### src/rtl/bfs_sched_pkg.sv
package bfs_sched_pkg;

  typedef enum logic [0:0] {
    ST_IDLE = 1'b0,
    ST_SRCH = 1'b1
  } sched_state_t;

  function automatic int idx_width(input int n);
    return (n > 1) ? $clog2(n) : 1;
  endfunction

endpackage

### src/rtl/bfs_sched_store.sv
module bfs_sched_store #(
  parameter int SLOTS = 16,
  parameter int LINES = 4,
  parameter int SW    = 4
) (
  input  logic                        clk,
  input  logic                        rst_n,
  input  logic                        shift_en,
  input  logic                        pre_en,
  input  logic [SW-1:0]               pre_slot,
  input  logic                        commit_en,
  input  logic [LINES:0][SLOTS-1:0]   commit_mask,
  output logic [LINES:0][SLOTS-1:0]   sched
);

  logic [LINES:0][SLOTS-1:0] sched_d;

  // Row 0 is the output link; row h+1 is the line of delay 2^h.
  always_comb begin
    for (int r = 0; r <= LINES; r++) begin
      if (shift_en) begin
        sched_d[r] = {1'b0, sched[r][SLOTS-1:1]};
      end else if (commit_en) begin
        sched_d[r] = sched[r] | commit_mask[r];
      end else begin
        sched_d[r] = sched[r];
      end
    end
    if (!shift_en && pre_en) begin
      sched_d[0][pre_slot] = 1'b1;
    end
  end

  always_ff @(posedge clk or negedge rst_n) begin
    if (!rst_n) begin
      sched <= '0;
    end else begin
      sched <= sched_d;
    end
  end

endmodule

### src/rtl/bfs_level.sv
module bfs_level #(
  parameter int SLOTS = 16,
  parameter int LINES = 4,
  parameter int LW    = 2,
  parameter int SW    = 4
) (
  input  logic [SLOTS-1:0]            frontier,
  input  logic [SLOTS-1:0]            visited,
  input  logic [LINES:0][SLOTS-1:0]   sched,
  output logic [SLOTS-1:0]            next_front,
  output logic [SLOTS-1:0][LW-1:0]    via_n,
  output logic                        cand_any,
  output logic [SW-1:0]               cand_idx
);

  logic [LINES-1:0][SLOTS-1:0] step;
  logic [SLOTS-1:0]            reach;
  logic [SLOTS-1:0]            cand;

  // One shifted copy of the frontier per line, masked by that line's exits.
  generate
    for (genvar h = 0; h < LINES; h++) begin : g_line
      assign step[h] = (frontier << (1 << h)) & ~sched[h+1];
    end
  endgenerate

  always_comb begin
    reach = '0;
    via_n = '0;
    for (int j = 0; j < SLOTS; j++) begin
      // ascending h: the longest usable line (smallest predecessor) wins
      for (int h = 0; h < LINES; h++) begin
        if (step[h][j]) begin
          reach[j] = 1'b1;
          via_n[j] = LW'(h);
        end
      end
    end
  end

  assign next_front = reach & ~visited;
  assign cand       = frontier & ~sched[0];
  assign cand_any   = |cand;

  always_comb begin
    cand_idx = '0;
    for (int j = SLOTS - 1; j >= 0; j--) begin
      if (cand[j]) begin
        cand_idx = SW'(j);
      end
    end
  end

endmodule

### src/rtl/bfs_path_walk.sv
module bfs_path_walk #(
  parameter int SLOTS     = 16,
  parameter int LINES     = 4,
  parameter int LW        = 2,
  parameter int SW        = 4,
  parameter int HOP_LIMIT = 3,
  parameter int HW        = 2
) (
  input  logic [SW-1:0]               best,
  input  logic [HW-1:0]               hops,
  input  logic [SLOTS-1:0][LW-1:0]    via,
  output logic [HOP_LIMIT*LW-1:0]     lines_flat,
  output logic [LINES:0][SLOTS-1:0]   mask
);

  int node;
  int h;

  // Walk back from the exit; the last hop is recovered first.
  always_comb begin
    lines_flat = '0;
    mask       = '0;
    node       = int'(best);
    h          = 0;
    mask[0][best] = 1'b1;
    for (int s = HOP_LIMIT - 1; s >= 0; s--) begin
      if (s < int'(hops)) begin
        h = int'(via[node]);
        lines_flat[s*LW +: LW] = LW'(h);
        mask[h+1][node] = 1'b1;
        node = node - (1 << h);
      end
    end
  end

endmodule

### src/rtl/bfs_delay_sched.sv
module bfs_delay_sched
  import bfs_sched_pkg::*;
#(
  parameter  int SLOTS     = 16,
  parameter  int HOP_LIMIT = 3,
  localparam int LINES     = $clog2(SLOTS),
  localparam int LW        = idx_width(LINES),
  localparam int SW        = $clog2(SLOTS),
  localparam int HW        = $clog2(HOP_LIMIT + 1)
) (
  input  logic                    clk,
  input  logic                    rst_n,
  input  logic                    req_valid,
  output logic                    req_ready,
  input  logic                    slot_tick,
  input  logic                    pre_valid,
  output logic                    pre_ready,
  input  logic [SW-1:0]           pre_slot,
  output logic                    res_valid,
  output logic                    res_ok,
  output logic [SW-1:0]           res_delay,
  output logic [HW-1:0]           res_hops,
  output logic [HOP_LIMIT*LW-1:0] res_lines
);

  localparam logic [HW-1:0] LIM = HW'(HOP_LIMIT);

  sched_state_t                state_q;
  logic [SLOTS-1:0]            front_q;
  logic [SLOTS-1:0]            vis_q;
  logic [SLOTS-1:0][LW-1:0]    via_q;
  logic [HW-1:0]               level_q;
  logic                        pend_q;

  logic [LINES:0][SLOTS-1:0]   sched;
  logic [SLOTS-1:0]            next_front;
  logic [SLOTS-1:0][LW-1:0]    via_n;
  logic                        cand_any;
  logic [SW-1:0]               cand_idx;
  logic [HOP_LIMIT*LW-1:0]     walk_lines;
  logic [LINES:0][SLOTS-1:0]   walk_mask;

  logic idle, srch, accept, shift_en, pre_en, found, give_up;

  assign idle      = (state_q == ST_IDLE);
  assign srch      = (state_q == ST_SRCH);
  assign req_ready = idle && !slot_tick && !pend_q;
  assign pre_ready = req_ready;
  assign accept    = req_valid && req_ready;
  assign pre_en    = pre_valid && pre_ready;
  assign shift_en  = idle && (slot_tick || pend_q);
  assign found     = srch && cand_any;
  assign give_up   = srch && !cand_any && ((level_q == LIM) || (next_front == '0));

  bfs_sched_store #(.SLOTS(SLOTS), .LINES(LINES), .SW(SW)) u_store (
    .clk         (clk),
    .rst_n       (rst_n),
    .shift_en    (shift_en),
    .pre_en      (pre_en),
    .pre_slot    (pre_slot),
    .commit_en   (found),
    .commit_mask (walk_mask),
    .sched       (sched)
  );

  bfs_level #(.SLOTS(SLOTS), .LINES(LINES), .LW(LW), .SW(SW)) u_level (
    .frontier   (front_q),
    .visited    (vis_q),
    .sched      (sched),
    .next_front (next_front),
    .via_n      (via_n),
    .cand_any   (cand_any),
    .cand_idx   (cand_idx)
  );

  bfs_path_walk #(
    .SLOTS(SLOTS), .LINES(LINES), .LW(LW), .SW(SW),
    .HOP_LIMIT(HOP_LIMIT), .HW(HW)
  ) u_walk (
    .best       (cand_idx),
    .hops       (level_q),
    .via        (via_q),
    .lines_flat (walk_lines),
    .mask       (walk_mask)
  );

  always_ff @(posedge clk or negedge rst_n) begin
    if (!rst_n) begin
      state_q   <= ST_IDLE;
      front_q   <= '0;
      vis_q     <= '0;
      via_q     <= '0;
      level_q   <= '0;
      pend_q    <= 1'b0;
      res_valid <= 1'b0;
      res_ok    <= 1'b0;
      res_delay <= '0;
      res_hops  <= '0;
      res_lines <= '0;
    end else begin
      res_valid <= 1'b0;
      unique case (state_q)
        ST_IDLE: begin
          pend_q <= 1'b0;
          if (accept) begin
            state_q <= ST_SRCH;
            front_q <= SLOTS'(1);
            vis_q   <= SLOTS'(1);
            via_q   <= '0;
            level_q <= '0;
          end
        end
        ST_SRCH: begin
          pend_q <= pend_q | slot_tick;
          if (found) begin
            res_valid <= 1'b1;
            res_ok    <= 1'b1;
            res_delay <= cand_idx;
            res_hops  <= level_q;
            res_lines <= walk_lines;
            state_q   <= ST_IDLE;
          end else if (give_up) begin
            res_valid <= 1'b1;
            res_ok    <= 1'b0;
            res_delay <= '0;
            res_hops  <= '0;
            res_lines <= '0;
            state_q   <= ST_IDLE;
          end else begin
            front_q <= next_front;
            vis_q   <= vis_q | next_front;
            level_q <= level_q + 1'b1;
            for (int j = 0; j < SLOTS; j++) begin
              if (next_front[j]) begin
                via_q[j] <= via_n[j];
              end
            end
          end
        end
        default: state_q <= ST_IDLE;
      endcase
    end
  end

endmodule

### config.mk
export PLATFORM = sky130hd
export DESIGN_NAME = bfs_delay_sched
export DESIGN_NICKNAME = d
export VERILOG_FILES = /design/src/rtl/bfs_sched_pkg.sv /design/src/rtl/bfs_sched_store.sv /design/src/rtl/bfs_level.sv /design/src/rtl/bfs_path_walk.sv /design/src/rtl/bfs_delay_sched.sv
export SDC_FILE = /design/constraint.sdc
export NUM_CORES = 1
export LEC_CHECK = 0
export BUFFER_PORTS_ARGS = -buffer_cell sky130_fd_sc_hd__buf_4
export CAP_MARGIN = 20
export CELL_PAD_IN_SITES_DETAIL_PLACEMENT = 0
export CELL_PAD_IN_SITES_GLOBAL_PLACEMENT = 1
export CORE_MARGIN = 2
export CORE_UTILIZATION = 23
export DETAILED_ROUTE_END_ITERATION = 6
export PLACE_DENSITY_LB_ADDON = 0.1
export SKIP_LAST_GASP = 1
export SYNTH_ARGS = -nofsm -noshare
export SYNTH_HDL_FRONTEND = slang
export SYNTH_SLANG_ARGS = --single-unit
### constraint.sdc
create_clock -name clk -period 8.3 [get_ports clk]
set_clock_uncertainty 0.05 [all_clocks]
set_input_delay 1.245 -clock clk [delete_from_list [all_inputs] [get_ports clk]]
set_output_delay 1.245 -clock clk [all_outputs]
set_load 0.03 [all_outputs]
==> flow_metrics.env <==
export IMPL_run_status="complete, no violations"
export IMPL_clockRootBuffer="sky130_fd_sc_hd__clkbuf_16"
export IMPL_most_common_layout_cells="sky130_fd_sc_hd__dfrtp_1 (138), sky130_fd_sc_hd__nand2_1 (111), sky130_fd_sc_hd__buf_4 (99)"
export IMPL_num_nets_final=1254
export IMPL_worstMarginPinSlew_ps=1106
export IMPL_synthesis_area_sq_mm=0.009983
export IMPL_critical_path_max_stage_delay_ps=490
export IMPL_die_area_sq_mm=0.04509
export IMPL_hold_bufs_inserted_after_cts=0
export IMPL_synthToLayoutAreaGrowth_pct=19.06
export IMPL_p_leak_nw=4.543
export IMPL_layout_filler_cells=4770
export IMPL_cts_buffer_depth=2
export IMPL_worst_ep_arrival_time_ps=8210
export IMPL_power_per_cell_area_mw_per_mm2=546.0
export IMPL_layout_cells_most_common="sky130_fd_sc_hd__dfrtp_1"
export IMPL_max_slew_margin_pct=25.57
export IMPL_floorplan_rows=76
export IMPL_synthCells=1171
export IMPL_placed_area_sq_mm=0.01112
export IMPL_crit_required_ps=8610
export IMPL_post_drt_wl_per_cell_um=28.61
export IMPL_fin_max_slew_vios=0
export IMPL_synthDistinctLibCells=110
export IMPL_initial_utilization_pct=23.23
export IMPL_totalPowerFinal_mw=6.490
export IMPL_drt_total_wl_um=52300
export IMPL_max_cap_viol_count=0
export IMPL_cts_buffers=17
export IMPL_core_area_sq_mm=0.04298
export IMPL_floorplan_die_width_um=212.3
export IMPL_final_worst_path_period_need_ps=7903
export IMPL_pin_count_of_the_biggest_net_entering_global_routing=78
export IMPL_die_height_um=212.3
export IMPL_vias_per_cell=5.549
export IMPL_ff2ff_path_depth=35
export IMPL_final_layout_size_suffix_gt1_share_pct=17.62
export IMPL_clk_latency_ps=440
export IMPL_cp_slowest_cell="sky130_fd_sc_hd__fa_1"
export IMPL_fin_worst_hold_slack_ps=434.5
export IMPL_vias=10143
export IMPL_finalSetupViolCount=0
export IMPL_holdPathEnd="via_q[4]"
export IMPL_synth_seq_area_share_pct=35.09
export IMPL_critical_path_startpoint_type="flip-flop"
export IMPL_all_layer_global_routing_usage_pct=23.77
export IMPL_ir_worst_vdd_mv=0.4006
export IMPL_synth_seq_cells=140
export IMPL_yosysWarnings=0
export IMPL_worstReg2RegStart="front_q[2]"
export IMPL_globalRouteOverflowTotal=0
export IMPL_achievable_frequency_mhz=126.5
export IMPL_path_class="flip-flop to flip-flop"
export IMPL_detailed_route_drc_error_count=0
export IMPL_synth_async_reset_ratio_pct=100.0
export IMPL_cts_tree="done"
export IMPL_synth_fp_nets=1194
export IMPL_clock_sinks=140
export IMPL_grt_setup_unrepaired="true"
export IMPL_detail_route_first_pass_iterations=6
export IMPL_grt_pass1_wl_um=75730
export IMPL_hp_class="flip-flop to flip-flop"
export IMPL_antenna_violations_before_repair=2
export IMPL_clk_slew_on_worst_s_h_paths_ps=70
export IMPL_drt_initial_drc_count=897
export IMPL_synth_edf_count=0
export IMPL_end_kind="flip-flop"
export IMPL_timing_critical_path_mode_cell="sky130_fd_sc_hd__buf_4"
export IMPL_first_global_vias=10061
export IMPL_cts_htree_levels=4
export IMPL_routabilityCongestion=0.9152
export IMPL_min_delay_path_depth=1
export IMPL_holdCritStartpoint="vis_q[2]"
export IMPL_place_port_buffers=24
export IMPL_ys_dominant_reg_cell="sky130_fd_sc_hd__dfrtp_1"
export IMPL_critical_path_reg2reg_endpoint="u_store.sched[63]"
export IMPL_dp_hpwl_um=39670
export IMPL_ant_nets=0
export IMPL_design_portCount=25
export IMPL_worst_path_max_fanout=8
export IMPL_final_cell_area_sq_mm=0.01189
export IMPL_antennaDiodeCount=0
export IMPL_finalHoldViolations=0
export IMPL_syn_avg_cell_area_sq_um=8.525
export IMPL_layout_worst_path_cycle_share_pct=95.21
export IMPL_reg2reg_slack_ps=400
state kept, by name, summed over array words and instances (netlist names):
register and flops:
res_hops 2, res_delay 4, u_store.sched 65, pend_q 1, front_q 16, vis_q 15, res_lines 6, res_ok 1
via_q 26, srch 1, level_q 2, res_valid 1
worst max-delay path, delay by kind of cell, from the launching register on:
kind / cells / cell delay, ps
adder cells (fa/ha/maj): 4 / 1370
flip-flops: 1 / 350
AND/OR/NAND/NOR: 9 / 1470
AO/OA/AOI/OAI: 14 / 3110
buffers and inverters: 6 / 850
multiplexers: 2 / 600
power breakdown:
group | leakage (nW) | internal (mW) | total (mW) | switching (mW)
sequential | 1.82 | 0.903 | 1.22 | 0.320
clock | 0.290 | 0.485 | 0.824 | 0.339
combinational | 2.44 | 1.46 | 4.44 | 2.99
total | 4.54 | 2.84 | 6.49 | 3.65
what timing repair did:
item | 4_1_cts | 5_1_grt
endpoints found under the setup margin | 8 | 49
pin swaps | 1 | 3
buffers inserted | 2 | 6
resized for setup | 3 | 16
cell usage after synthesis (13+ instances only):
cell type,n,area share [%]
sky130_fd_sc_hd__a211oi_1,35,2.6
sky130_fd_sc_hd__a21oi_1,64,3.2
sky130_fd_sc_hd__a31oi_1,41,2.6
sky130_fd_sc_hd__and3_1,15,0.94
sky130_fd_sc_hd__clkbuf_1,35,1.3
sky130_fd_sc_hd__dfrtp_1,140,35
sky130_fd_sc_hd__inv_1,42,1.6
sky130_fd_sc_hd__mux2i_1,21,2.1
sky130_fd_sc_hd__nand2_1,112,4.2
sky130_fd_sc_hd__nand2b_1,55,3.4
sky130_fd_sc_hd__nand3_1,54,2.7
sky130_fd_sc_hd__nor2_1,100,3.8
sky130_fd_sc_hd__nor2b_1,28,1.8
sky130_fd_sc_hd__nor3_1,17,0.85
sky130_fd_sc_hd__o21ai_0,71,3.6
sky130_fd_sc_hd__o22ai_1,55,3.4
sky130_fd_sc_hd__o32ai_1,13,1.1
worst max path at each step:
stage,from,endpoint,cells past startpoint
2_1_floorplan,front_q[11],u_store.sched[57],38
3_3_place_gp,front_q[11],u_store.sched[59],32
3_5_place_dp,front_q[11],u_store.sched[60],30
4_1_cts,front_q[11],u_store.sched[79],31
5_1_grt,front_q[9],u_store.sched[62],37
6_report,front_q[2],u_store.sched[63],35
cells by family (layout without fill, tap and decap cells):
kind of cell,count (synthesis),after routing,synth area share (%)
buf+inv,109,181,5.239
mux,24,24,2.544
fa+ha+maj,14,14,1.980
flops,140,140,35.09
simple gates,461,461,24.43
compound gates,421,421,30.54
xor+xnor,2,2,0.1755
metrics by stage:
stage	worst slack (ps)	utilization, %	instances	TNS [ps]
4_1_cts	53.82	27.32	1821	0
6_report	397.3	27.65	1828	0
5_1_grt	-42.49	27.65	1828	-57.00
3_3_place_gp	-36.57	25.87	1788	-72.23
3_5_place_dp	-83.14	25.87	1788	-399.2
2_1_floorplan	940.4	-	1171	0
layout make-up:
type	count	area, sq um	share of cell area (%)
multi-input cells	922	6057	50.96
flip-flops and latches	140	3506	29.49
repair buffers	103	813.3	6.842
well taps	585	732.0	6.158
clock buffers	19	452.9	3.811
inverters	47	178.9	1.505
clock inverters	12	146.4	1.232
routing by layer:
layer / global-route usage [%] / share of wire (%) / vias to the layer above / wire, um
met5: 0 / 0 / - / 0
met4: 6.342 / 2.0 / 0 / 1055
met3: 3.205 / 4.4 / 46 / 2297
met2: 38.82 / 47 / 346 / 24540
met1: 32.92 / 47 / 5240 / 24410
li1: - / - / 4511 / -
No activity file was read; power rests on OpenSTA's default activity.
